`src/rtl/scan_pkg.sv`:
```
package scan_pkg;

    localparam int ID_W = 32;

    typedef enum logic [3:0] {
        ST_RESET,
        ST_IDLE,
        ST_SEL_DR,
        ST_CAP_DR,
        ST_SHIFT_DR,
        ST_EXIT1_DR,
        ST_PAUSE_DR,
        ST_EXIT2_DR,
        ST_UPD_DR,
        ST_SEL_IR,
        ST_CAP_IR,
        ST_SHIFT_IR,
        ST_EXIT1_IR,
        ST_PAUSE_IR,
        ST_EXIT2_IR,
        ST_UPD_IR
    } tap_state_e;

    typedef enum logic [1:0] {
        PATH_BYPASS,
        PATH_IDCODE,
        PATH_BOUNDARY
    } dr_path_e;

    typedef struct packed {
        dr_path_e path;
        logic     drive_pins;
    } ir_decode_t;

    typedef struct packed {
        logic in_reset;
        logic cap_dr;
        logic shift_dr;
        logic upd_dr;
        logic cap_ir;
        logic shift_ir;
        logic upd_ir;
    } tap_ctl_t;

    function automatic tap_state_e tap_next(input tap_state_e s, input logic m);
        tap_state_e n;
        unique case (s)
            ST_RESET:    n = m ? ST_RESET    : ST_IDLE;
            ST_IDLE:     n = m ? ST_SEL_DR   : ST_IDLE;
            ST_SEL_DR:   n = m ? ST_SEL_IR   : ST_CAP_DR;
            ST_CAP_DR:   n = m ? ST_EXIT1_DR : ST_SHIFT_DR;
            ST_SHIFT_DR: n = m ? ST_EXIT1_DR : ST_SHIFT_DR;
            ST_EXIT1_DR: n = m ? ST_UPD_DR   : ST_PAUSE_DR;
            ST_PAUSE_DR: n = m ? ST_EXIT2_DR : ST_PAUSE_DR;
            ST_EXIT2_DR: n = m ? ST_UPD_DR   : ST_SHIFT_DR;
            ST_UPD_DR:   n = m ? ST_SEL_DR   : ST_IDLE;
            ST_SEL_IR:   n = m ? ST_RESET    : ST_CAP_IR;
            ST_CAP_IR:   n = m ? ST_EXIT1_IR : ST_SHIFT_IR;
            ST_SHIFT_IR: n = m ? ST_EXIT1_IR : ST_SHIFT_IR;
            ST_EXIT1_IR: n = m ? ST_UPD_IR   : ST_PAUSE_IR;
            ST_PAUSE_IR: n = m ? ST_EXIT2_IR : ST_PAUSE_IR;
            ST_EXIT2_IR: n = m ? ST_UPD_IR   : ST_SHIFT_IR;
            ST_UPD_IR:   n = m ? ST_SEL_DR   : ST_IDLE;
            default:     n = ST_RESET;
        endcase
        return n;
    endfunction

    function automatic logic in_shift(input tap_state_e s);
        return (s == ST_SHIFT_DR) || (s == ST_SHIFT_IR);
    endfunction

endpackage

```
`src/rtl/scan_fsm.sv`:
```
module scan_fsm
    import scan_pkg::*;
(
    input  logic       tck,
    input  logic       rst,
    input  logic       tms,
    output tap_state_e state,
    output tap_ctl_t   ctl
);

    always_ff @(posedge tck) begin
        if (rst) begin
            state <= ST_RESET;
        end else begin
            state <= tap_next(state, tms);
        end
    end

    // Strobes name the state whose leaving edge performs the action.
    always_comb begin
        ctl.in_reset = (state == ST_RESET);
        ctl.cap_dr   = (state == ST_CAP_DR);
        ctl.shift_dr = (state == ST_SHIFT_DR);
        ctl.upd_dr   = (state == ST_UPD_DR);
        ctl.cap_ir   = (state == ST_CAP_IR);
        ctl.shift_ir = (state == ST_SHIFT_IR);
        ctl.upd_ir   = (state == ST_UPD_IR);
    end

endmodule

```
`src/rtl/scan_ir.sv`:
```
module scan_ir
    import scan_pkg::*;
#(
    parameter int              IR_W        = 4,
    parameter bit              HAS_IDCODE  = 1'b1,
    parameter logic [IR_W-1:0] CODE_EXTEST = '0,
    parameter logic [IR_W-1:0] CODE_SAMPLE = IR_W'(1),
    parameter logic [IR_W-1:0] CODE_IDCODE = IR_W'(2)
) (
    input  logic            tck,
    input  logic            rst,
    input  logic            in_reset,
    input  logic            cap_ir,
    input  logic            shift_ir,
    input  logic            upd_ir,
    input  logic            tdi,
    output logic [IR_W-1:0] ir_shift,
    output ir_decode_t      dec
);

    localparam logic [IR_W-1:0] CODE_DEFAULT = HAS_IDCODE ? CODE_IDCODE : '1;
    localparam logic [IR_W-1:0] CAP_PATTERN  = IR_W'(1);

    logic [IR_W-1:0] ir_q;

    always_ff @(posedge tck) begin
        if (rst) begin
            ir_shift <= '0;
            ir_q     <= CODE_DEFAULT;
        end else begin
            if (cap_ir) begin
                ir_shift <= CAP_PATTERN;
            end else if (shift_ir) begin
                ir_shift <= {tdi, ir_shift[IR_W-1:1]};
            end
            if (in_reset) begin
                ir_q <= CODE_DEFAULT;
            end else if (upd_ir) begin
                ir_q <= ir_shift;
            end
        end
    end

    always_comb begin
        dec.path       = PATH_BYPASS;
        dec.drive_pins = 1'b0;
        if (ir_q == CODE_EXTEST) begin
            dec.path       = PATH_BOUNDARY;
            dec.drive_pins = 1'b1;
        end else if (ir_q == CODE_SAMPLE) begin
            dec.path = PATH_BOUNDARY;
        end else if (HAS_IDCODE && (ir_q == CODE_IDCODE)) begin
            dec.path = PATH_IDCODE;
        end
    end

endmodule

```
`src/rtl/scan_bsr.sv`:
```
module scan_bsr #(
    parameter int NUM_IN  = 4,
    parameter int NUM_OUT = 4
) (
    input  logic               tck,
    input  logic               rst,
    input  logic               selected,
    input  logic               cap_dr,
    input  logic               shift_dr,
    input  logic               upd_dr,
    input  logic               drive_pins,
    input  logic               tdi,
    input  logic [NUM_IN-1:0]  pin_in,
    input  logic [NUM_OUT-1:0] core_out,
    output logic [NUM_OUT-1:0] pin_out,
    output logic               bsr_lsb
);

    localparam int LEN = NUM_IN + NUM_OUT;

    logic [LEN-1:0]     sh;
    logic [LEN-1:0]     cap_src;
    logic [LEN-1:0]     shift_src;
    logic [NUM_OUT-1:0] upd_out;

    assign pin_out = drive_pins ? upd_out : core_out;

    genvar gi;
    generate
        for (gi = 0; gi < LEN; gi++) begin : g_cell
            if (gi < NUM_IN) begin : g_in
                assign cap_src[gi] = pin_in[gi];
            end else begin : g_out
                assign cap_src[gi] = pin_out[gi-NUM_IN];
            end
            if (gi == LEN - 1) begin : g_head
                assign shift_src[gi] = tdi;
            end else begin : g_link
                assign shift_src[gi] = sh[gi+1];
            end
            always_ff @(posedge tck) begin
                if (rst) begin
                    sh[gi] <= 1'b0;
                end else if (selected && cap_dr) begin
                    sh[gi] <= cap_src[gi];
                end else if (selected && shift_dr) begin
                    sh[gi] <= shift_src[gi];
                end
            end
        end
    endgenerate

    always_ff @(posedge tck) begin
        if (rst) begin
            upd_out <= '0;
        end else if (selected && upd_dr) begin
            upd_out <= sh[LEN-1:NUM_IN];
        end
    end

    assign bsr_lsb = sh[0];

endmodule

```
`src/rtl/scan_port.sv`:
```
module scan_port
    import scan_pkg::*;
#(
    parameter int              IR_W        = 4,
    parameter int              NUM_IN      = 4,
    parameter int              NUM_OUT     = 4,
    parameter bit              HAS_IDCODE  = 1'b1,
    parameter logic [ID_W-1:0] ID_VALUE    = 32'h4B1D_E093,
    parameter logic [IR_W-1:0] CODE_EXTEST = '0,
    parameter logic [IR_W-1:0] CODE_SAMPLE = IR_W'(1),
    parameter logic [IR_W-1:0] CODE_IDCODE = IR_W'(2)
) (
    input  logic               tck,
    input  logic               rst,
    input  logic               tms,
    input  logic               tdi,
    output logic               tdo,
    output logic               tdo_en,
    input  logic [NUM_IN-1:0]  pin_in,
    input  logic [NUM_OUT-1:0] core_out,
    output logic [NUM_OUT-1:0] pin_out
);

    tap_state_e      state;
    tap_ctl_t        ctl;
    ir_decode_t      dec;
    logic [IR_W-1:0] ir_shift;
    logic            bypass_q;
    logic            id_lsb;
    logic            bsr_lsb;
    logic            extest_on;
    logic            bsr_sel;
    logic            tdo_next;

    scan_fsm u_fsm (
        .tck   (tck),
        .rst   (rst),
        .tms   (tms),
        .state (state),
        .ctl   (ctl)
    );

    scan_ir #(
        .IR_W        (IR_W),
        .HAS_IDCODE  (HAS_IDCODE),
        .CODE_EXTEST (CODE_EXTEST),
        .CODE_SAMPLE (CODE_SAMPLE),
        .CODE_IDCODE (CODE_IDCODE)
    ) u_ir (
        .tck      (tck),
        .rst      (rst),
        .in_reset (ctl.in_reset),
        .cap_ir   (ctl.cap_ir),
        .shift_ir (ctl.shift_ir),
        .upd_ir   (ctl.upd_ir),
        .tdi      (tdi),
        .ir_shift (ir_shift),
        .dec      (dec)
    );

    assign extest_on = dec.drive_pins;
    assign bsr_sel   = (dec.path == PATH_BOUNDARY);

    always_ff @(posedge tck) begin
        if (rst) begin
            bypass_q <= 1'b0;
        end else if ((dec.path == PATH_BYPASS) && ctl.cap_dr) begin
            bypass_q <= 1'b0;
        end else if ((dec.path == PATH_BYPASS) && ctl.shift_dr) begin
            bypass_q <= tdi;
        end
    end

    generate
        if (HAS_IDCODE) begin : g_id
            logic [ID_W-1:0] id_sh;
            always_ff @(posedge tck) begin
                if (rst) begin
                    id_sh <= '0;
                end else if ((dec.path == PATH_IDCODE) && ctl.cap_dr) begin
                    id_sh <= ID_VALUE;
                end else if ((dec.path == PATH_IDCODE) && ctl.shift_dr) begin
                    id_sh <= {tdi, id_sh[ID_W-1:1]};
                end
            end
            assign id_lsb = id_sh[0];
        end else begin : g_noid
            assign id_lsb = 1'b0;
        end
    endgenerate

    scan_bsr #(
        .NUM_IN  (NUM_IN),
        .NUM_OUT (NUM_OUT)
    ) u_bsr (
        .tck        (tck),
        .rst        (rst),
        .selected   (bsr_sel),
        .cap_dr     (ctl.cap_dr),
        .shift_dr   (ctl.shift_dr),
        .upd_dr     (ctl.upd_dr),
        .drive_pins (extest_on),
        .tdi        (tdi),
        .pin_in     (pin_in),
        .core_out   (core_out),
        .pin_out    (pin_out),
        .bsr_lsb    (bsr_lsb)
    );

    always_comb begin
        tdo_next = 1'b0;
        if (ctl.shift_ir) begin
            tdo_next = ir_shift[0];
        end else if (ctl.shift_dr) begin
            unique case (dec.path)
                PATH_IDCODE:   tdo_next = id_lsb;
                PATH_BOUNDARY: tdo_next = bsr_lsb;
                default:       tdo_next = bypass_q;
            endcase
        end
    end

    always_ff @(negedge tck) begin
        if (rst) begin
            tdo    <= 1'b0;
            tdo_en <= 1'b0;
        end else begin
            tdo    <= tdo_next;
            tdo_en <= ctl.shift_ir | ctl.shift_dr;
        end
    end

endmodule

```
`config.mk`:
```
export PLATFORM = sky130hd
export DESIGN_NAME = scan_port
export DESIGN_NICKNAME = d
export VERILOG_FILES = /design/src/rtl/scan_pkg.sv /design/src/rtl/scan_fsm.sv /design/src/rtl/scan_ir.sv /design/src/rtl/scan_bsr.sv /design/src/rtl/scan_port.sv
export SDC_FILE = /design/constraint.sdc
export NUM_CORES = 1
export LEC_CHECK = 0
export ABC_AREA = 1
export CORE_MARGIN = 10
export CORE_UTILIZATION = 35
export DETAILED_ROUTE_END_ITERATION = 8
export DONT_BUFFER_PORTS = 1
export PLACE_DENSITY = 0.47
export SYNTH_ARGS = -nofsm -noshare
export SYNTH_HDL_FRONTEND = slang
export SYNTH_SLANG_ARGS = --single-unit
```
`constraint.sdc`:
```
create_clock -name tck -period 2 [get_ports tck]
set_input_delay 0.4 -clock tck [delete_from_list [all_inputs] [get_ports tck]]
set_output_delay 0.4 -clock tck [all_outputs]
set_load 0.005 [all_outputs]
```
==> flow_summary.yaml, run 1 <==
grt:
  grt_pass1_vias: 2298
  grt_pass1_wl_um: 10600
  globalRouteOverflowTotal: 0
  grt_max_degree: 35
  grtUsageTotal_pct: 11.1
  antenna_found_initial: 0
floorplanning:
  rows: 32
  io_pins: 18
  die_h_um: 108
  die_w_um: 108
  dieArea_um2: 11800
  core_um2: 7690
  start_util_pct: 35.6
cts:
  cts_tree: "built"
  clock-sinks: 59
  cts_root_buf: "clkbuf_8"
  path_clk_slew_ns: 0.07
  cts.path.max_buffers: 2
  htreeDepth: 3
  tritoncts.num_buffers: 9
  clk_latency_ns: 0.37
synth:
  synth_seq_area_share_pct: 43.1
  syn_avg_cell_area_um2: 6.72
  syn_nets: 423
  ys_ff_latch: 59
  synthCells: 408
  synth_edf_count: 0
  yosysWarnings: 0
  syn_area_um2: 2740
  synthFlopType: "dfxtp_1"
  async_flop_share_pct: 0
  synth.distinct_cells: 25
setup_path:
  r2r-start: "u_ir.ir_q[1]"
  worst_setup_path_end_kind: "flop"
  reg2reg_depth: 8
  ff2ff_setup_slack_ns: -0.30
  regToRegEndpoint: "tdo"
  critPathLaunch: "u_ir.ir_q[1]"
  cp.required_ns: 1.31
  crit_type: "reg2reg"
  critical_path.max_fanout: 3
  startpoint_type: "flop"
  crit_arrival_ns: 1.60
detailed_routing:
  drc: 0
  dr.pass1.iters: 6
  ant_nets: 0
  wl_per_cell_um: 11.6
  num_vias: 2460
  drt-initial-drc-count: 54
  avgViaCountPerCell: 4.55
  drt_wl_total_um: 6290
cells_and_area:
  nFillCells: 826
  area_growth_pct: 18.9
  mostFrequentLayoutCell: "nand2_1"
  mostFrequentLayoutCells: "nand2_1 (134), dfxtp_1 (56), inv_1 (49), a21oi_1 (43), nor2_1 (36)"
  layout.nets: 449
  drive_gt1_share_pct: 17.3
  fin_area_um2: 3260
  diodes: 0
sta:
  rsz0062_at_grt: "yes"
  setup_viol: 3
  skew_ns: 0.0465
  hold_slack_ns: 0.125
  fin_ws_ns: -0.299
  worstMarginPinSlew_ns: 0.454
  drv_slew: 0
  hold_viol: 0
  slew_headroom_pct: 69.4
power:
  power.density_nw_per_um2: 747
  ir_drop_v: 0.000549
  p_leak_nw: 1.48
placed_design:
  placed_area_um2: 3000
  dp_slack_ns: -0.431
  portBuffers: 0
  place.gp.congestion: 0.877
  dpl.hpwl_um: 4400
run:
  drv_cap: 0
run_status:
  failed_checks: "negative setup slack"
  outcome: "finished, violations left"
worst_hold_path:
  whs_endpoint: "g_id.id_sh[16]"
  hold_start: "rst"
  holdPathStages: 1
  hold_class: "in2reg"
==> per-stage QoR <==
step	instances	utilization (%)	total power, mW	setup TNS (ns)
2_1_floorplan	408	-	1.32	-0.404
4_1_cts	540	42.0	2.47	-0.598
6_report	541	42.4	2.44	-0.523
3_3_place_gp	523	39.0	1.35	-0.418
3_5_place_dp	523	39.0	1.35	-0.431
5_1_grt	541	42.4	2.55	-0.677
==> where the power goes <==
part / internal, mW / switching [mW] / total, mW
registers: 1.19 / 0.00854 / 1.20
clock network: 0.647 / 0.474 / 1.12
logic: 0.0445 / 0.0752 / 0.120
==> cells in the mapped netlist, types with 3 or more instances <==
library cell    n  area share, %
nand2_2         9            2.1
nand3_1        16            2.9
buf_4           4            1.1
o21ai_0        21            3.8
dfxtp_1        59             43
ha_1            3            1.4
buf_6           3            1.2
nand2_1       134             18
nor2_2          4           0.91
nor2_1         40            5.5
a21oi_1        45            8.2
clkbuf_1        4           0.55
inv_1          50            6.8
or2_2           5            1.1
==> critical path, stage by stage (launching register included) <==
cell and delay (ns):
dfxtp_2 0.37, inv_1 0.09, nor3_4 0.18, inv_2 0.07
ha_4 0.28, a21oi_2 0.03, nand2_1 0.07, nand3_2 0.06
a21oi_2 0.12
==> cells by family after synthesis <==
| kind of cell | count (synthesis) | synth area share, % |
|---|---|---|
| simple gates | 214 | 32.6 |
| buf+inv | 63 | 10.0 |
| compound gates | 69 | 12.9 |
| flops | 59 | 43.1 |
| fa+ha+maj | 3 | 1.37 |
==> sequential cells by signal, summed over array words and instances (netlist names) <==
register / flops
u_fsm.state: 4
u_bsr.upd_out: 4
u_ir.ir_q: 4
u_ir.ir_shift: 4
g_id.id_sh: 32
bypass_q: 1
tdo: 1
u_bsr.bsr_lsb: 1
tdo_en: 1
u_bsr.sh: 7
==> routing by layer <==
metal	global-route usage [%]	share of wire, %
met1	13.3	48
met2	17.9	46
met3	3.45	4.1
met4	4.52	2.0
met5	0	0
==> cell type report <==
class / count / area, um^2 / area share (%)
inverter: 50 / 188 / 5.76
clock inverter: 6 / 56.3 / 1.73
clock buffer: 12 / 155 / 4.76
sequential: 59 / 1180 / 36.4
multi-input combinational: 286 / 1340 / 41.1
timing repair buffer: 26 / 208 / 6.37
tap: 102 / 128 / 3.92
==> how the worst max path moves through the flow <==
stage	endpoint	slack [ns]	cells after the start
4_1_cts	tdo	-0.32	9
3_3_place_gp	tdo	-0.42	9
6_report	tdo	-0.30	8
2_1_floorplan	tdo	-0.40	9
3_5_place_dp	tdo	-0.43	9
5_1_grt	tdo	-0.40	9
==> repair_timing <==
action	4_1_cts	5_1_grt
endpoints found under the setup margin	3	6
hold buffers	0	0
setup buffers	0	1
gates resized for setup	5	7
pin swaps	1	1
gates cloned	0	0
endpoints found under the hold margin	0	0
No activity file was read; power rests on OpenSTA's default activity.
==> run 2, diff against run 1 <==
- CORE_ASPECT_RATIO: unset -> 0.9
==> flow_summary.yaml, run 2 (synthesis results as in run 1) <==
setup_path:
  cpPeakStageDelay_ns: 0.33
  worst_setup_path_end_kind: "flop"
  regToRegEndpoint: "tdo"
  startpoint_type: "flop"
  cp.required_ns: 1.26
  reg2reg_depth: 9
  crit_type: "reg2reg"
  critical_path.max_fanout: 2
  crit_family: "simple AND/OR/NAND/NOR gates"
  path_cells: "nor2_4, inv_2, nor3_4, inv_2, ha_4, a21oi_2, nand2_1, nand3_2, a21oi_2"
  r2r-start: "u_ir.ir_q[3]"
  path_buf_inv: 2
  ff2ff_setup_slack_ns: -0.28
  crit_arrival_ns: 1.54
  crit_slowest_cell: "dfxtp_2"
cts:
  ctsHoldBuffers: 0
  clock-sinks: 59
  cts_root_buf: "clkbuf_8"
  path_clk_slew_ns: 0.07
  clk_latency_ns: 0.37
  cts_tree: "built"
  htreeDepth: 3
  cts.path.max_buffers: 2
  tritoncts.num_buffers: 9
detailed_routing:
  avgViaCountPerCell: 4.58
  drc: 0
  num_vias: 2485
  ant_nets: 0
  dr.pass1.iters: 4
  wl_per_cell_um: 12.0
  drt-initial-drc-count: 75
  drt_wl_total_um: 6510
cells_and_area:
  diodes: 0
  area_growth_pct: 22.5
  largest_registers: "g_id.id_sh: 32 flops, u_bsr.sh: 7 flops"
  fin_cells: 542
  drive_gt1_share_pct: 19.5
  largest_register_ffs: 32
  mostFrequentLayoutCell: "nand2_1"
  mostFrequentLayoutCells: "nand2_1 (133), dfxtp_1 (55), inv_1 (49), a21oi_1 (43), nor2_1 (36)"
  regMostFlops: "g_id.id_sh"
  multi_input_area_um2: 1360
  layout.nets: 456
  regArea_um2: 1190
  nFillCells: 816
floorplanning:
  start_util_pct: 36.1
  rows: 30
  core_um2: 7580
  die_w_um: 113
  io_pins: 18
  dieArea_um2: 11800
  die_h_um: 104
sta:
  setup_viol: 4
  slew_headroom_pct: 68.9
  rsz0062_at_grt: "yes"
  hold_viol: 0
  drv_slew: 0
  worstMarginPinSlew_ns: 0.462
  hold_slack_ns: 0.127
  fin_tns_setup_ns: -0.749
  skew_ns: 0.0381
  fin_ws_ns: -0.283
power:
  power.density_nw_per_um2: 765
  p_leak_nw: 1.52
  ir_drop_v: 0.000399
grt:
  antenna_found_initial: 0
  grt_max_degree: 35
  globalRouteOverflowTotal: 0
  grt_pass1_wl_um: 11200
  grt_pass1_vias: 2300
  grtUsageTotal_pct: 11.4
run:
  drv_cap: 0
placed_design:
  portBuffers: 0
  place.gp.congestion: 0.783
  dpl.hpwl_um: 4420
  dp_cells: 516
run_status:
  failed_checks: "negative setup slack"
  outcome: "finished, violations left"
worst_hold_path:
  hold_start: "rst"
  whs_endpoint: "u_fsm.state[1]"
  holdPathStages: 1
  hold_class: "in2reg"
==> run 2: layout make-up <==
class	instances	area share (%)
Multi-Input combinational cell	286	40.6
Timing Repair Buffer	33	7.87
Inverter	50	5.59
Clock inverter	6	2.39
Tap cell	96	3.58
Clock buffer	12	4.62
Sequential cell	59	35.3
==> run 2: stage by stage <==
step | power (mW) | instance area, um^2 | setup WS, ns | util (%)
3_3_place_gp | 1.35 | 2990 | -0.416 | 39.4
4_1_cts | 2.61 | 3340 | -0.294 | 44.0
5_1_grt | 2.69 | 3360 | -0.396 | 44.3
2_1_floorplan | 1.32 | 2760 | -0.404 | -
3_5_place_dp | 1.35 | 2990 | -0.427 | 39.4
6_report | 2.57 | 3360 | -0.283 | 44.3
==> run 2: routing by layer <==
metal	global-route usage [%]	part of all wire [%]	up-vias
met2	16.7	43	40
met4	3.53	1.3	0
met5	0	0	-
li1	-	-	1328
met3	4.50	5.1	6
met1	14.7	51	1111
==> run 2: timing repair <==
item / in CTS / in global routing
setup endpoints to repair: 4 / 6
resized for setup: 11 / 7
pin swaps: 8 / 1
cloned: 0 / 0
setup buffers: 10 / 1
==> run 2: power breakdown <==
group	internal (mW)	switching, mW	total, mW
Combinational	0.0446	0.0762	0.121
Clock	0.772	0.477	1.25
Sequential	1.19	0.00920	1.20
==> run 2: worst max-delay path by stage <==
stage / start / endpoint / slack (ns) / depth (start not counted)
4_1_cts: u_ir.ir_q[3] / tdo / -0.29 / 9
3_5_place_dp: u_ir.ir_q[2] / tdo / -0.43 / 9
6_report: u_ir.ir_q[3] / tdo / -0.28 / 9
3_3_place_gp: u_ir.ir_q[2] / tdo / -0.42 / 9
2_1_floorplan: u_ir.ir_q[2] / tdo / -0.40 / 9
5_1_grt: u_ir.ir_q[3] / tdo / -0.40 / 9
==> run 3, diff against run 2 <==
- BUFFER_PORTS_ARGS: unset -> -buffer_cell sky130_fd_sc_hd__buf_2
- DONT_BUFFER_PORTS: 1 -> unset
- PLACE_DENSITY: 0.47 -> 0.49
==> flow_summary.yaml, run 3 (synthesis results as in run 1) <==
cts:
  path_clk_slew_ns: 0.07
  clock-sinks: 59
  cts_root_buf: "clkbuf_8"
  ctsHoldBuffers: 0
  cts.path.max_buffers: 2
  tritoncts.num_buffers: 9
  clk_latency_ns: 0.37
  cts_tree: "built"
  htreeDepth: 3
placed_design:
  placed_area_um2: 3090
  place.gp.congestion: 0.802
  portBuffers: 17
  dpl.hpwl_um: 4460
worst_hold_path:
  whs_endpoint: "u_ir.ir_shift[3]"
  hold_class: "in2reg"
  holdPathStages: 3
  hold_start: "tdi"
setup_path:
  path_buf_inv: 2
  regToRegEndpoint: "tdo"
  crit_arrival_ns: 1.61
  worst_setup_path_end_kind: "flop"
  path_cells: "nor2_4, inv_2, nor3_4, inv_2, ha_4, a21oi_2, nand2_1, nand3_2, a21oi_2"
  critical_path.max_fanout: 2
  ff2ff_setup_slack_ns: -0.35
  startpoint_type: "flop"
  reg2reg_depth: 9
  r2r-start: "u_ir.ir_q[3]"
  cpPeakStageDelay_ns: 0.34
  crit_type: "reg2reg"
  cp.required_ns: 1.26
  crit_family: "simple AND/OR/NAND/NOR gates"
  crit_slowest_cell: "dfxtp_2"
sta:
  worstMarginPinSlew_ns: 0.415
  skew_ns: 0.0376
  rsz0062_at_grt: "yes"
  fin_tns_setup_ns: -0.753
  setup_viol: 3
  hold_viol: 0
  drv_slew: 0
  slew_headroom_pct: 72.0
  fin_ws_ns: -0.350
floorplanning:
  start_util_pct: 36.1
  rows: 30
  dieArea_um2: 11800
  die_w_um: 113
  io_pins: 18
  core_um2: 7580
  die_h_um: 104
grt:
  grt_pass1_vias: 2423
  grtUsageTotal_pct: 11.3
  grt_max_degree: 35
  grt_pass1_wl_um: 11300
  antenna_found_initial: 0
  globalRouteOverflowTotal: 0
detailed_routing:
  dr.pass1.iters: 4
  avgViaCountPerCell: 4.54
  wl_met1_um: 3360
  highest_layer: "met4"
  wl_met3_um: 279
  drt-initial-drc-count: 125
  ant_nets: 0
  drc: 0
  drt_wl_total_um: 6400
  wl_met2_um: 2670
  wl_per_cell_um: 11.6
  num_vias: 2516
cells_and_area:
  largest_register_ffs: 32
  nFillCells: 792
  mostFrequentLayoutCells: "nand2_1 (134), dfxtp_1 (55), inv_1 (49), a21oi_1 (43), nor2_1 (37)"
  mostFrequentLayoutCell: "nand2_1"
  drive_gt1_share_pct: 21.4
  diodes: 0
  regMostFlops: "g_id.id_sh"
  area_growth_pct: 24.8
  fin_area_um2: 3420
  layout.nets: 468
  largest_registers: "g_id.id_sh: 32 flops, u_bsr.sh: 7 flops"
run_status:
  outcome: "finished, violations left"
  failed_checks: "negative setup slack"
power:
  p_leak_nw: 1.58
  ir_drop_v: 0.000321
  power.density_nw_per_um2: 791
run:
  drv_cap: 0
-- run 3: cell types whose count changed in the layout (fill, tap and decap cells not counted), sizes merged --
| cell | previous run | this run |
|---|---|---|
| bufinv | 2 | 3 |
| clkbuf | 12 | 10 |
| clkinvlp | 2 | 1 |
| buf | 33 | 45 |
| clkinv | 0 | 2 |
-- run 3: layer usage --
layer | track usage [%] | vias to the layer above
met2 | 16.4 | 34
met5 | 0 | -
met3 | 2.71 | 10
met1 | 15.2 | 1118
li1 | - | 1354
met4 | 5.16 | 0
-- run 3: worst max-delay path by stage --
| stage | startpoint | end | slack [ns] | cells past startpoint |
|---|---|---|---|---|
| 5_1_grt | u_ir.ir_q[3] | tdo | -0.43 | 9 |
| 4_1_cts | u_ir.ir_q[3] | tdo | -0.33 | 9 |
| 2_1_floorplan | u_ir.ir_q[2] | tdo | -0.40 | 9 |
| 3_3_place_gp | u_ir.ir_q[2] | tdo | -0.41 | 9 |
| 3_5_place_dp | u_ir.ir_q[2] | tdo | -0.45 | 9 |
| 6_report | u_ir.ir_q[3] | tdo | -0.35 | 9 |
-- run 3: repair_timing --
action / in CTS / in global routing
cloned: 0 / 0
endpoints found under the setup margin: 4 / 4
resized for setup: 12 / 4
buffers inserted: 2 / 0
pin swaps: 5 / 0
-- run 3: worst reg2reg max path: cells and delay by family, from the launching register on --
| family | cells | cell delay, ns |
|---|---|---|
| AO/OA/AOI/OAI | 2 | 0.15 |
| adder cells (fa/ha/maj) | 1 | 0.24 |
| AND/OR/NAND/NOR | 4 | 0.39 |
| flip-flops | 1 | 0.34 |
| buffers and inverters | 2 | 0.15 |
-- run 3: final cells by class --
type	count	area (um^2)	share of cell area (%)
Clock inverter	8	120	3.51
Sequential cell	59	1190	34.7
Inverter	50	188	5.49
Clock buffer	10	138	4.02
Multi-Input combinational cell	286	1350	39.6
Tap cell	96	120	3.51
Timing Repair Buffer	45	314	9.18
-- run 3: report_power, final --
part           internal [mW]  switching [mW]
combinational         0.0554          0.0872
clock                  0.868           0.500
sequential              1.19         0.00910
-- run 3: through the flow --
step	total power [mW]	instances	worst slack (ns)	hold WS, ns	util (%)
after floorplan	1.32	408	-0.404	0.425	-
after global placement	1.38	535	-0.412	0.444	40.7
after detailed placement	1.37	535	-0.452	0.446	40.7
after CTS	2.74	554	-0.334	0.346	44.8
after global routing	2.83	554	-0.425	0.379	45.1
final	2.71	554	-0.350	0.352	45.1
